### config.mk
export PLATFORM = sky130hd
export DESIGN_NAME = trx_state_ctrl
export DESIGN_NICKNAME = d
export VERILOG_FILES = /design/src/rtl/trx_pkg.sv /design/src/rtl/trx_edge_sync.sv /design/src/rtl/trx_delay.sv /design/src/rtl/trx_fsm.sv /design/src/rtl/trx_state_ctrl.sv
export SDC_FILE = /design/constraint.sdc
export NUM_CORES = 1
export LEC_CHECK = 0
export BUFFER_PORTS_ARGS = -buffer_cell sky130_fd_sc_hd__buf_2
export CAP_MARGIN = 20
export CORE_MARGIN = 2
export CORE_UTILIZATION = 35
export CTS_CLUSTER_SIZE = 24
export DETAILED_ROUTE_END_ITERATION = 12
export GPL_TIMING_DRIVEN = 0
export PLACE_DENSITY_LB_ADDON = 0.05
export SLEW_MARGIN = 25
export SYNTH_ARGS = -nofsm -noshare
export SYNTH_HDL_FRONTEND = slang
export SYNTH_SLANG_ARGS = --single-unit
### constraint.sdc
create_clock -name clk_i -period 2.5 [get_ports clk_i]
set_input_delay 0.5 -clock clk_i [delete_from_list [all_inputs] [get_ports clk_i]]
set_output_delay 0.5 -clock clk_i [all_outputs]
set_load 0.01 [all_outputs]
### src/rtl/trx_pkg.sv
package trx_pkg;
  localparam int STAT_W = 5;
  localparam int CMD_W  = 4;

  typedef enum logic [STAT_W-1:0] {
    ST_P_ON     = 5'h00,
    ST_BUSY_RX  = 5'h01,
    ST_BUSY_TX  = 5'h02,
    ST_RX_ON    = 5'h06,
    ST_TRX_OFF  = 5'h08,
    ST_PLL_ON   = 5'h09,
    ST_SLEEP    = 5'h0F,
    ST_RX_NOCLK = 5'h1C
  } trx_state_e;

  localparam logic [STAT_W-1:0] STAT_INPROG = 5'h1F;

  typedef enum logic [CMD_W-1:0] {
    CMD_NOP       = 4'd0,
    CMD_FORCE_OFF = 4'd3,
    CMD_FORCE_PLL = 4'd4,
    CMD_RX_ON     = 4'd6,
    CMD_OFF       = 4'd8,
    CMD_PLL_ON    = 4'd9
  } trx_cmd_e;

  typedef enum logic [1:0] {
    HELD_NONE = 2'd0,
    HELD_RISE = 2'd1,
    HELD_FALL = 2'd2
  } held_edge_e;
endpackage

### src/rtl/trx_edge_sync.sv
module trx_edge_sync #(
  parameter int SYNC_STAGES = 2
) (
  input  logic clk_i,
  input  logic rst_ni,
  input  logic pin_i,
  output logic rise_o,
  output logic fall_o
);
  logic [SYNC_STAGES:0] sh_q;

  always_ff @(posedge clk_i or negedge rst_ni) begin
    if (!rst_ni) sh_q <= '0;
    else         sh_q <= {sh_q[SYNC_STAGES-1:0], pin_i};
  end

  assign rise_o =  sh_q[SYNC_STAGES-1] & ~sh_q[SYNC_STAGES];
  assign fall_o = ~sh_q[SYNC_STAGES-1] &  sh_q[SYNC_STAGES];
endmodule

### src/rtl/trx_delay.sv
module trx_delay #(
  parameter int DLY = 4
) (
  input  logic clk_i,
  input  logic rst_ni,
  input  logic load_i,
  input  logic abort_i,
  output logic busy_o,
  output logic done_o
);
  localparam int CW = (DLY < 2) ? 1 : $clog2(DLY);

  logic [CW-1:0] cnt_q;
  logic          busy_q;

  always_ff @(posedge clk_i or negedge rst_ni) begin
    if (!rst_ni) begin
      busy_q <= 1'b0;
      cnt_q  <= '0;
    end else if (abort_i) begin
      busy_q <= 1'b0;
    end else if (load_i) begin
      busy_q <= 1'b1;
      cnt_q  <= CW'(DLY - 1);
    end else if (busy_q) begin
      if (cnt_q == '0) busy_q <= 1'b0;
      else             cnt_q  <= cnt_q - 1'b1;
    end
  end

  assign busy_o = busy_q;
  assign done_o = busy_q && (cnt_q == '0);
endmodule

### src/rtl/trx_fsm.sv
module trx_fsm
  import trx_pkg::*;
(
  input  logic                clk_i,
  input  logic                rst_ni,
  input  logic                rst_pin_ni,
  input  logic                cmd_valid_i,
  input  logic [CMD_W-1:0]    cmd_i,
  input  logic                rise_i,
  input  logic                fall_i,
  input  logic                frame_start_i,
  input  logic                rx_done_i,
  input  logic                tx_done_i,
  input  logic                busy_i,
  input  logic                done_i,
  output logic                load_o,
  output logic                abort_o,
  output trx_state_e          state_o,
  output trx_state_e          tgt_o
);
  trx_state_e state_q, state_d, tgt_q, tgt_d;
  held_edge_e held_q, held_d;
  logic       pend_q, pend_d;
  logic       eff_rise, eff_fall, in_frame;

  always_comb begin
    if (rise_i || fall_i) begin
      eff_rise = rise_i;
      eff_fall = fall_i;
    end else begin
      eff_rise = (held_q == HELD_RISE);
      eff_fall = (held_q == HELD_FALL);
    end
  end

  assign in_frame = (state_q == ST_BUSY_RX) || (state_q == ST_BUSY_TX);

  always_comb begin
    state_d = state_q;
    tgt_d   = tgt_q;
    pend_d  = pend_q;
    held_d  = held_q;
    load_o  = 1'b0;
    abort_o = 1'b0;
    if (!rst_pin_ni) begin
      abort_o = 1'b1;
      pend_d  = 1'b0;
      held_d  = HELD_NONE;
      if (state_q != ST_P_ON) state_d = ST_TRX_OFF;
    end else if (busy_i) begin
      if (done_i) state_d = tgt_q;
      if (rise_i)      held_d = HELD_RISE;
      else if (fall_i) held_d = HELD_FALL;
    end else begin
      held_d = HELD_NONE;
      if (in_frame && cmd_valid_i && cmd_i == CMD_FORCE_OFF) begin
        state_d = ST_TRX_OFF;
        pend_d  = 1'b0;
      end else if (state_q == ST_BUSY_RX && rx_done_i) begin
        pend_d = 1'b0;
        if (pend_q) begin load_o = 1'b1; tgt_d = ST_TRX_OFF; end
        else        state_d = ST_RX_ON;
      end else if (state_q == ST_BUSY_TX && tx_done_i) begin
        pend_d = 1'b0;
        if (pend_q) begin load_o = 1'b1; tgt_d = ST_TRX_OFF; end
        else        state_d = ST_PLL_ON;
      end else if (state_q == ST_RX_ON && frame_start_i) begin
        state_d = ST_BUSY_RX;
      end else if (eff_rise && (state_q == ST_TRX_OFF || state_q == ST_RX_ON ||
                                state_q == ST_PLL_ON)) begin
        load_o = 1'b1;
        case (state_q)
          ST_TRX_OFF: tgt_d = ST_SLEEP;
          ST_RX_ON:   tgt_d = ST_RX_NOCLK;
          default:    tgt_d = ST_BUSY_TX;
        endcase
      end else if (eff_fall && (state_q == ST_SLEEP || state_q == ST_RX_NOCLK)) begin
        load_o = 1'b1;
        tgt_d  = (state_q == ST_SLEEP) ? ST_TRX_OFF : ST_RX_ON;
      end else if (cmd_valid_i) begin
        case (cmd_i)
          CMD_FORCE_OFF, CMD_OFF: begin
            if (in_frame) pend_d = 1'b1;
            else if (state_q != ST_SLEEP && state_q != ST_TRX_OFF) begin
              load_o = 1'b1;
              tgt_d  = ST_TRX_OFF;
            end
          end
          CMD_FORCE_PLL: begin
            if (in_frame || state_q == ST_RX_ON) begin
              load_o = 1'b1;
              tgt_d  = ST_PLL_ON;
              pend_d = 1'b0;
            end
          end
          CMD_RX_ON: begin
            if (state_q == ST_TRX_OFF || state_q == ST_PLL_ON) begin
              load_o = 1'b1;
              tgt_d  = ST_RX_ON;
            end
          end
          CMD_PLL_ON: begin
            if (state_q == ST_TRX_OFF || state_q == ST_RX_ON) begin
              load_o = 1'b1;
              tgt_d  = ST_PLL_ON;
            end
          end
          default: ;
        endcase
      end
    end
  end

  always_ff @(posedge clk_i or negedge rst_ni) begin
    if (!rst_ni) begin
      state_q <= ST_P_ON;
      tgt_q   <= ST_TRX_OFF;
      pend_q  <= 1'b0;
      held_q  <= HELD_NONE;
    end else begin
      state_q <= state_d;
      tgt_q   <= tgt_d;
      pend_q  <= pend_d;
      held_q  <= held_d;
    end
  end

  assign state_o = state_q;
  assign tgt_o   = tgt_q;
endmodule

### src/rtl/trx_state_ctrl.sv
module trx_state_ctrl
  import trx_pkg::*;
#(
  parameter int TRANS_DLY   = 4,
  parameter int SYNC_STAGES = 2
) (
  input  logic              clk_i,
  input  logic              rst_ni,
  input  logic              rst_pin_ni,
  input  logic              osc_stable_i,
  input  logic              cmd_valid_i,
  input  logic [CMD_W-1:0]  cmd_i,
  input  logic              slptr_i,
  input  logic              frame_start_i,
  input  logic              rx_done_i,
  input  logic              tx_done_i,
  output logic [STAT_W-1:0] status_o,
  output logic              clkm_valid_o,
  output logic              pll_en_o
);
  logic       rise, fall, busy, done, load, abort, clkm_q;
  trx_state_e state, tgt, eff_st;

  trx_edge_sync #(.SYNC_STAGES(SYNC_STAGES)) u_sync (
    .clk_i (clk_i), .rst_ni (rst_ni), .pin_i (slptr_i),
    .rise_o(rise),  .fall_o (fall)
  );

  trx_delay #(.DLY(TRANS_DLY)) u_dly (
    .clk_i (clk_i), .rst_ni (rst_ni), .load_i (load), .abort_i (abort),
    .busy_o(busy),  .done_o (done)
  );

  trx_fsm u_fsm (
    .clk_i        (clk_i),
    .rst_ni       (rst_ni),
    .rst_pin_ni   (rst_pin_ni),
    .cmd_valid_i  (cmd_valid_i),
    .cmd_i        (cmd_i),
    .rise_i       (rise),
    .fall_i       (fall),
    .frame_start_i(frame_start_i),
    .rx_done_i    (rx_done_i),
    .tx_done_i    (tx_done_i),
    .busy_i       (busy),
    .done_i       (done),
    .load_o       (load),
    .abort_o      (abort),
    .state_o      (state),
    .tgt_o        (tgt)
  );

  always_ff @(posedge clk_i or negedge rst_ni) begin
    if (!rst_ni) clkm_q <= 1'b0;
    else         clkm_q <= clkm_q | osc_stable_i;
  end

  assign eff_st       = busy ? tgt : state;
  assign status_o     = busy ? STAT_INPROG : state;
  assign clkm_valid_o = clkm_q && !(state == ST_SLEEP && !busy);
  assign pll_en_o     = (eff_st == ST_RX_ON) || (eff_st == ST_BUSY_RX) ||
                        (eff_st == ST_PLL_ON) || (eff_st == ST_BUSY_TX);
endmodule

---- Yosys cells after proc, flatten, opt, wreduce, memory -nomap -nowiden ----
Cells that the tools add are included.
storage, ports and cells
  register bits after elaboration ......... 20
  logic and storage cells ................. 158
cells by class
  add/subtract/negate cells ............... 1
  eq/ne operators ......................... 40
  multiplexer cells ....................... 68
  bitwise gates (word level) .............. 7
  reductions and logical operators ........ 34
operators with widths
  cell                count
  $mux 5              24
  $ne 6x1->1 const B  6
  $mux 1              32
  $eq 5x4->1 const B  4
  $pmux 5 s4          1
  $ne 5x2->1 const B  3
  $mux 2              7
  $ne 6x2->1 const B  2
  $logic_and 1x1->1   11
  $reduce_and 11->1   1
  $eq 5x1->1 const B  2
  $eq 5x2->1 const B  2
  $eq 5x3->1 const B  2
  $logic_or 1x1->1    10
  $ne 5x4->1 const B  2
  $ne 5x5->1 const B  2
  $pmux 5 s2          1
  $reduce_bool 5->1   2
  $eq 4x3->1 const B  2
  $eq 4x4->1 const B  2
  $reduce_and 8->1    1
  $reduce_bool 8->1   1
  $ne 6x6->1 const B  1
  $eq 5x5->1 const B  1
  21 further kinds    28

---- Longest topological paths before layout ----
Gate-level depths: netlist of run 1.
  depth after elaboration ................. 16
  mapped depth ............................ 8
  depth with buffers taken out ............ 8

---- By module ----
Synthesis of run 1 repeated with hierarchy kept, for this count alone.
unflattened totals
  cell total of the unflattened synthesis .. 183
  area total of the unflattened synthesis .. 1614.0 um2
by module, submodules not included
  module          times used  cells an instance  area an instance (um2)
  trx_fsm         1           146                1217.4
  trx_delay       1           15                 177.7
  trx_state_ctrl  1           17                 128.9
  trx_edge_sync   1           5                  90.1

---- Worst setup path after synthesis of run 1 ----
OpenSTA, ideal clock, no wires.
  kind .................................... in2reg
  from .................................... in cmd_i[0]
  to ...................................... reg u_fsm.tgt_q[0], in the netlist u_fsm.tgt_o[0]
  library setup time ...................... 0.132 ns
  arrival ................................. 1.800 ns
  required time ........................... 2.368 ns
  path slack .............................. 0.568 ns
  stages .................................. 6
  cells stage by stage .................... nor4b_1 > o211ai_1 > o311ai_1 > o221a_2 > o21ai_4 > mux2i_1
on the way
  word-level cells in the longest chain between the ends .. 9
  elaborated cells on any way between the ends .. 22
ends and longest elaborated chain
  item                                      line                          text
  from (decl)                               trx_state_ctrl.sv:12          input logic [CMD_W-1:0] cmd_i,
  $eq 4x4->1 or $eq 4x2->1 (tied branches)  trx_fsm.sv:81, trx_fsm.sv:56
  $reduce_or 2->1                           trx_fsm.sv:81                 case (cmd_i)
  $pmux 5 s4                                trx_fsm.sv:81
  $mux 5                                    trx_fsm.sv:80                 end else if (cmd_valid_i) begin
  $mux 5                                    trx_fsm.sv:77                 end else if (eff_fall && (state_q == ST_SLEEP || state_q == ST_RX_NOCLK)) begin
  $mux 5                                    trx_fsm.sv:69                 end else if (eff_rise && (state_q == ST_TRX_OFF || state_q == ST_RX_ON ||
  $mux 5                                    trx_fsm.sv:67                 end else if (state_q == ST_RX_ON && frame_start_i) begin
  $mux 5                                    trx_fsm.sv:63                 end else if (state_q == ST_BUSY_TX && tx_done_i) begin
  $mux 5                                    trx_fsm.sv:59                 end else if (state_q == ST_BUSY_RX && rx_done_i) begin
  to (signal assigned)                      trx_fsm.sv:122                tgt_q <= tgt_d;
  to (decl)                                 trx_fsm.sv:21                 trx_state_e state_q, state_d, tgt_q, tgt_d;
Parallel ways exist; a longest one is shown, timed or not. The select of a mux whose other input is x is not followed.
A chain may end at the register's enable or synchronous reset.

---- Worst setup path after layout of run 1 ----
Same ends and word-level chain as after synthesis.

==> results of run 1 <==
-- routing by layer --
layer  up-vias  wire length (um)  global-route usage, %
met3        10               116                  2.309
li1        712                 -                      -
met4         0                99                  6.624
met1       688              2090                  24.84
met2        25              1889                  29.14
met5         -                 0                      0
-- how the worst max path moves through the flow --
stage,startpoint,to,slack [ns],cells after the start
after detailed placement,cmd_i[0],u_fsm.tgt_o[2],-0.07,7
after global routing,u_fsm.state_o[0],pll_en_o,0.01,7
after CTS,u_fsm.state_o[0],pll_en_o,0.13,7
after floorplan,cmd_i[0],u_fsm.tgt_o[0],0.57,6
after global placement,cmd_i[0],u_fsm.tgt_o[4],0.003,7
final,cmd_i[0],u_fsm.tgt_o[0],0.24,7
-- critical path, stage by stage --
cell	delay [ns]
sky130_fd_sc_hd__buf_2	0.13
sky130_fd_sc_hd__nor4b_1	0.87
sky130_fd_sc_hd__o211ai_1	0.19
sky130_fd_sc_hd__o311ai_1	0.14
sky130_fd_sc_hd__o221a_2	0.29
sky130_fd_sc_hd__o21ai_4	0.12
sky130_fd_sc_hd__mux2i_1	0.15
-- layout make-up --
cell class              count  area (um2)
multi-input cells         142       960.9
plain buffers               9       41.29
inverters                  11       41.29
repair buffers             19       95.09
clock buffers               4       55.05
flip-flops and latches     20       501.7
well taps                  52       65.06
fillers                   467        2534
-- cells by family after synthesis --
group                    after synthesis  synth area share, %
XOR/XNOR                               2                1.136
AND/OR/NAND/NOR                       82                30.66
AO/OA/AOI/OAI                         48                23.36
buffers and inverters                 20                5.191
multiplexers                           7                4.704
flip-flops                            20                32.52
adder cells (fa/ha/maj)                3                2.433
-- power breakdown --
group,total [mW],internal (mW),switching [mW]
combinational,0.815,0.343,0.471
clock,0.251,0.140,0.110
sequential,0.488,0.406,0.0814
-- layout by cell type (no fill, tap or decap), types with 2 or more instances in the layout --
cell type and count:
sky130_fd_sc_hd__buf_2 23, sky130_fd_sc_hd__dfrtp_1 19, sky130_fd_sc_hd__nand2_1 16, sky130_fd_sc_hd__nor2_1 15
sky130_fd_sc_hd__inv_1 11, sky130_fd_sc_hd__a21oi_1 11, sky130_fd_sc_hd__o21ai_0 10, sky130_fd_sc_hd__or2_2 8
sky130_fd_sc_hd__o211ai_1 6, sky130_fd_sc_hd__nand2b_1 5, sky130_fd_sc_hd__nand3_1 5, sky130_fd_sc_hd__mux2i_1 5
sky130_fd_sc_hd__nor3b_1 4, sky130_fd_sc_hd__clkbuf_8 4, sky130_fd_sc_hd__clkbuf_1 3, sky130_fd_sc_hd__nor2b_1 3
sky130_fd_sc_hd__nor4_1 3, sky130_fd_sc_hd__nor3_1 3, sky130_fd_sc_hd__ha_1 3, sky130_fd_sc_hd__clkbuf_2 2
sky130_fd_sc_hd__a21o_1 2, sky130_fd_sc_hd__nand3b_1 2, sky130_fd_sc_hd__or3b_1 2, sky130_fd_sc_hd__nor4bb_1 2
sky130_fd_sc_hd__nor4b_1 2, sky130_fd_sc_hd__xnor2_1 2, sky130_fd_sc_hd__or3_1 2, sky130_fd_sc_hd__a21boi_0 2
sky130_fd_sc_hd__mux2_2 2, sky130_fd_sc_hd__a221oi_1 2, sky130_fd_sc_hd__o21a_1 2
-- through the flow --
step | cell area (um2) | setup slack [ns] | utilization [%] | setup TNS [ns] | power, mW
floorplan | 1543 | 0.5682 | - | 0 | 1.060
global placement | 1703 | 0.002736 | 39.66 | 0 | 1.286
detailed placement | 1703 | -0.06587 | 39.66 | -0.2665 | 1.297
CTS | 1758 | 0.1303 | 40.94 | 0 | 1.556
global route | 1760 | 0.01014 | 41.00 | 0 | 1.675
finish | 1760 | 0.2353 | 41.00 | 0 | 1.553
-- Yosys cell counts (2+ instances only) --
cell type | instances | area share (%)
sky130_fd_sc_hd__dfrtp_1 | 19 | 31
sky130_fd_sc_hd__nand2_1 | 16 | 3.9
sky130_fd_sc_hd__nor2_1 | 15 | 3.6
sky130_fd_sc_hd__a21oi_1 | 11 | 3.6
sky130_fd_sc_hd__inv_1 | 11 | 2.7
sky130_fd_sc_hd__o21ai_0 | 10 | 3.2
sky130_fd_sc_hd__or2_2 | 8 | 3.2
sky130_fd_sc_hd__o211ai_1 | 6 | 2.9
sky130_fd_sc_hd__clkbuf_1 | 5 | 1.2
sky130_fd_sc_hd__mux2i_1 | 5 | 3.2
sky130_fd_sc_hd__nand2b_1 | 5 | 2.0
sky130_fd_sc_hd__nand3_1 | 5 | 1.6
sky130_fd_sc_hd__buf_2 | 4 | 1.3
sky130_fd_sc_hd__nor3b_1 | 4 | 1.9
sky130_fd_sc_hd__ha_1 | 3 | 2.4
sky130_fd_sc_hd__nor2b_1 | 3 | 1.2
sky130_fd_sc_hd__nor3_1 | 3 | 0.97
sky130_fd_sc_hd__nor4_1 | 3 | 1.2
sky130_fd_sc_hd__a21boi_0 | 2 | 0.97
sky130_fd_sc_hd__a21o_1 | 2 | 0.97
sky130_fd_sc_hd__a221oi_1 | 2 | 1.1
sky130_fd_sc_hd__mux2_2 | 2 | 1.5
sky130_fd_sc_hd__nand3b_1 | 2 | 0.97
sky130_fd_sc_hd__nor4b_1 | 2 | 1.1
sky130_fd_sc_hd__nor4bb_1 | 2 | 1.3
sky130_fd_sc_hd__o21a_1 | 2 | 0.97
sky130_fd_sc_hd__or3_1 | 2 | 0.81
sky130_fd_sc_hd__or3b_1 | 2 | 1.1
sky130_fd_sc_hd__xnor2_1 | 2 | 1.1
-- flip-flops by register name, indices dropped and copies added, names as in the netlist --
signal and count:
u_fsm.state_o 5, u_fsm.tgt_o 5, u_sync.sh_q 3, u_dly.cnt_q 2
u_fsm.held_q 2, clkm_q 1, u_dly.busy_o 1, u_fsm.pend_q 1
==> results by stage, run 1 <==
Layout:
- The area growth from synthesis to layout is 14.11%.
- The net total in the final layout is 222.
- The antenna diode count is 0.
- Leaving out filler cells and counting taps, the final layout contains 257.
- In the final layout, the share of cells above drive strength 1 is a little under a quarter.

Placed design:
- The congestion estimate from routability-driven global placement came to 0.8017.
- Buffers placed on the I/O ports in this run total 19.
- The number of instances in the placed design is 253.
- The sum of net half-perimeters after detailed placement is approximately 3200 um.

Drt:
- In this run, the number of DRC markers left after iteration 0 of detailed routing was 56.
- The detail-routed via count per cell is around 5.6.
- The detailed-router iteration count before antenna repair is 4.
- Wires add up to 4196 um.
- After detailed routing, the average wire length per cell comes to 16.33 um.
- The total vias in the final route is 1435.
- After detailed routing, the number of remaining DRC violations is 0.
- The remaining number of nets flagged by the antenna check after routing is 0.

Clock network:
- The number of CTS-inserted buffers is 3.
- After clock tree synthesis, the setup repair step added 0 buffers.
- The root buffer cell is sky130_fd_sc_hd__clkbuf_8.
- The clock passes through at most 2 buffers.
- The number of gates resized after cts is 0.
- The number of hold buffers added after CTS was 0.
- After clock tree synthesis, the clock-pin slew on the worst setup and hold paths is ~0.080 ns.
- Clock tree synthesis found a total of 20 sinks.
- The insertion delay of the later-clocked pin in the worst-skew pair is 0.26 ns.
- CTS built an H-tree with a depth of 1.
- TritonCTS built the clock tree.

Setup path:
- Data on the critical path is required at its endpoint by between 2 and 3 ns.
- In this run the critical register-to-register path is launched from u_sync.sh_q[1].
- The worst-path maximum fanout is 8.
- The startpoint type of the worst setup path is an input port.
- The critical path start-end classification is in -> reg.
- The capture instance of the worst register-to-register path is u_fsm.pend_q.
- STA classifies the critical path endpoint as a register.
- At the worst endpoint, the arrival time is approximately 2.4 ns.
- The worst register-to-register path has a depth of 8.
- The setup slack of the most critical reg-to-reg path is 0.32 ns.

Power and ir drop:
- Power spread over the standard cell area amounts to between 800 and 900 nW/um2.
- IR analysis of the VDD net gives a maximum drop of 0.0004013 V.
- The analysis attributes to cell leakage a power of approximately 0.8 nW.

STA:
- The shortest clock period the worst path allows after layout is 2.265 ns.
- The relative slew slack is 32.53%.
- The final hold slack is between 0.15 and 0.2 ns.
- The achievable clock frequency is 441.6 MHz.
- The total of endpoints with negative setup slack in the final report is 0.
- The final hold violation count came to 0.
- Setup repair after global routing left no endpoint under its margin.
- The final count of pins violating max slew was 0.
- The final clock period utilization by the worst path is between 90 and 100%.
- The worst-case clock skew is between 0.002 and 0.0025 ns.
- For the pin with the worst max-slew slack, the measured transition is 0.9980 ns.

Floorplan:
- The initial core utilization is 35.93%.
- In this run the horizontal extent of the chip is 70.39 um.
- The die covers approximately 5000 um2.
- The height of the die is slightly above 70 um.
- The floorplan has 24 rows.
- The area of the placeable core is 4294 um2.
- The I/O pin count is 20.

Yosys:
- The share of flip-flops with an asynchronous set or reset after synthesis is 100.0%.
- The total standard cell area after synthesis is approximately 1500 um2.
- The count of distinct cell types in the synthesized netlist is 53.
- Dividing the synthesized area by the synthesized cell count gives 8.477 um2.
- For this run, the leading register cell type out of synthesis is sky130_fd_sc_hd__dfrtp_1.
- Synthesis produced a netlist whose cell count is 182.
- The count of flip-flops with a built-in enable after synthesis is 0.
- Synthesis inferred 20 register bits.
- The Yosys step of the flow raised 0 warnings.
- For this run, the register share of the synthesized area comes to 32.52%.
- Synthesis produced a netlist with a net count of between 150 and 200.

Global routing:
- The global-route wire length before repair is 7148 um.
- The initial antenna violation count is 0.
- Entering global routing, the biggest net connects 21 pins.
- The number of global-route vias before repair is 1470.
- The total congestion overflow is 0.
- Global routing used 18.13% of the available tracks across all layers.

Job:
- The number of maximum-capacitance constraint violations is 0.

Status:
- The flow ran to the end, and the final reports show no timing, DRC or antenna violations.

Hold path:
- The path type of the worst min-delay path is in -> async.
Power figures use the tool's default switching activity.
==> inputs of run 2 (changes only) <==
Settings changed: CORE_ASPECT_RATIO set to 0.7.
==> results by stage, run 2 (synthesis gave the netlist of run 1 again) <==
Setup path:
- The worst-path maximum fanout is 10.
- Walking the worst path, the cells encountered are clkbuf_1 > clkbuf_1 > o211ai_1 > o211ai_1 > a21oi_1 > buf_2.
- The peak per-stage delay on the critical path is 0.36 ns.
- The cell with the largest stage delay on the worst path is sky130_fd_sc_hd__clkbuf_1.
- The critical path start-end classification is reg -> out.
- The worst register-to-register path has a depth of 8.
- The cell class contributing the biggest share of worst-path delay is buffers and inverters.
- The capture instance of the worst register-to-register path is u_fsm.pend_q.
- The sort of element at the end of the critical path is an output port.
- STA puts the critical path data arrival time at around 1.8 ns.
- At the worst endpoint, the required time is 2.00 ns.
- The critical path contains buffers and inverters numbering 3 combined.
- The setup slack of the most critical reg-to-reg path is roughly 0.32 ns.
- The startpoint of the worst-slack reg-to-reg timing path is u_sync.sh_q[1].
- The startpoint type of the worst setup path is a register.

Status:
- The run finished with clean final reports.

Placed design:
- The placed instances occupy a cell area of 1707 um2.
- The number of instances in the placed design is 256.
- The count of buffers inserted at the top-level ports is 19.
- At the end of routability-driven placement, the weighted congestion stood at 0.9292.
- The minimum setup slack after placement is -0.04491 ns.
- The sum of net half-perimeters after detailed placement is 3245 um.

Global routing:
- The first global-routing pass estimated slightly above 7000 um of wire.
- The total global routing track utilization is around a fifth.
- Global routing used a little under 30% of the available met2 tracks.
- met2 is the most crowded layer.
- Entering global routing, the biggest net connects 21 pins.
- The met3 routing resource usage after global routing is 3.900%.
- The initial antenna violation count is 0.
- The number of global-route vias before repair is around 1400.
- Global routing used a little over a quarter of the available met1 tracks.
- The total congestion overflow is 0.

Layout:
- In the final layout, the share of cells above drive strength 1 is 23.90%.
- The finished cells cover 1787 um2.
- The footprint of the multi-input gates is approximately 970 um2.
- The antenna diode count is 0.
- The filler cells instantiated in the layout total 429.
- The share of the core filled with cells is 41.75%.
- In the final design database the tool counted 222 nets.
- In the layout the commonest cells are 23 x sky130_fd_sc_hd__buf_2, 18 x sky130_fd_sc_hd__dfrtp_1, 16 x sky130_fd_sc_hd__nand2_1.
- The number of standard cells in the final layout excluding fillers is 260.
- The library cell used most frequently in the layout, excluding fill and tap cells, is sky130_fd_sc_hd__buf_2.
- Registers take around 500 um2.
- The post-synthesis to final-layout area growth is 15.81%.

STA:
- The achievable clock frequency is 435.9 MHz.
- In the finished design, the share of the clock period the worst path needs comes to approximately nine tenths.
- Headroom to the max-slew limit came out at 58.65%.
- The final count of pins violating max slew is 0.
- The smallest clock period supported by the final layout is computed as around 2.3 ns.
- The worst-case clock skew is between 0.005 and 0.006 ns.
- The final hold violation count was 0.
- Setup repair after global routing left no endpoint under its margin.
- For the pin with the worst max-slew slack, the measured transition is 0.6186 ns.
- The total of endpoints with negative setup slack in the final report is 0.
- The minimum setup slack in the final design is 0.2057 ns.

Floorplan:
- The initial core utilization is 36.05%.
- The die is 59.55 um tall.
- The area of the placeable core is 4279 um2.
- Measured along the x axis, the die boundary spans 83.35 um.
- Row generation in the floorplan step produced 20 rows.
- For this design the top-level I/O count stands at 20.
- The die covers roughly 5000 um2.

Clock network:
- After clock tree synthesis, the clock-pin slew on the worst setup and hold paths is roughly 0.08 ns.
- At the later pin of the worst-skew pair, clock insertion delay measures 0.26 ns.
- The maximum level of the CTS H-tree is 1.
- The root buffer cell is sky130_fd_sc_hd__clkbuf_8.
- Clock tree synthesis found a total of 20 sinks.
- The maximum number of buffers from clock root to sink is 2.
- Clock tree synthesis inserted a total of 3 buffers.
- TritonCTS built the clock tree.
- For this design, the CTS-stage hold fixing added 0 buffers.

Drt:
- The pre-antenna-repair detailed-routing pass consisted of 4 iterations.
- The violation count after the first detailed-route iteration is 65.
- The final layout contains routed wiring with a total length of 4265 um.
- The final route contains 1451 vias.
- The detail-routed via count per cell is between 5 and 6.
- The final routed DRC violation total is 0.
- The detailed-route wire length per cell is 16.40 um.
- In this run the remaining antenna-violating nets after routing total 0.

Job:
- Across the run, the number of max-cap violations was 0.

Power and ir drop:
- The power share of the sequential group is 29.5%.
- Combinational logic burns 50.4% of the power.
- Across the VDD grid, the largest voltage drop is 0.0005837 V.
- The areal power density over the cells is 918.8 nW/um2.
- The share of total power consumed by net switching is a little over 40%.
- Per report_power, the clock group accounts for 20.1% of the total.
- Cell internal power was estimated by the tool at 0.9656 mW.
- The leakage power figure is ~0.8 nW.
- For this design the total switching power over the nets is 0.6760 mW.
- The power consumption is 1.642 mW.

Hold path:
- The path type of the worst min-delay path is in -> async.
-- run 2: cell types whose count changed in the layout (fill, tap and decap cells not counted), sizes merged --
cell	previous run	this run
bufinv	0	1
clkbuf	9	8
-- run 2: layout make-up --
type,instances,share of cell area [%]
Buffer,9,2.241
Clock buffer,3,2.311
Clock inverter,1,1.681
Inverter,11,2.311
Multi-Input combinational cell,142,54.13
Sequential cell,20,28.15
Tap cell,55,3.852
Timing Repair Buffer,19,5.322
-- run 2: worst register-to-register path, delay by kind of cell, from the launching register on --
kind / cells / cell delay [ns]
adder cells (fa/ha/maj): 1 / 0.35
buffers and inverters: 1 / 0.05
flip-flops: 1 / 0.38
AND/OR/NAND/NOR: 2 / 0.32
AO/OA/AOI/OAI: 4 / 0.95
-- run 2: how the worst max path moves through the flow --
stage | end | cells after the start | from | slack (ns)
after floorplan | u_fsm.tgt_o[0] | 6 | cmd_i[0] | 0.57
after global placement | u_fsm.tgt_o[2] | 7 | cmd_i[0] | -0.03
after detailed placement | u_fsm.tgt_o[4] | 7 | cmd_i[0] | -0.04
after CTS | pll_en_o | 7 | u_fsm.state_o[0] | 0.05
after global routing | pll_en_o | 6 | u_dly.busy_o | 0.05
final | pll_en_o | 6 | u_dly.busy_o | 0.21
-- run 2: through the flow --
step                TNS, ns  hold slack [ns]
floorplan                 0           0.2044
global placement    -0.1234           0.3317
detailed placement  -0.1699           0.3402
CTS                       0           0.2009
global route              0           0.2026
finish                    0           0.1851
-- run 2: metal layers --
| layer | up-vias | wire length (um) |
|---|---|---|
| li1 | 705 | - |
| met1 | 708 | 2191 |
| met2 | 36 | 1794 |
| met3 | 2 | 269 |
| met4 | 0 | 9 |
| met5 | - | 0 |
-- run 2: power groups by stage --
stage                     clock, mW  combinational (mW)  sequential, mW
after global placement            0               0.796           0.485
after CTS                     0.336               0.820           0.480
final                         0.329               0.828           0.484
after detailed placement          0               0.815           0.485
after global routing          0.352               0.930           0.499
after floorplan                   0               0.596           0.464
-- run 2: timing repair --
action                                  4_1_cts  5_1_grt
gates resized for setup                       0        3
buffers inserted                              0        0
endpoints found under the setup margin        0        1
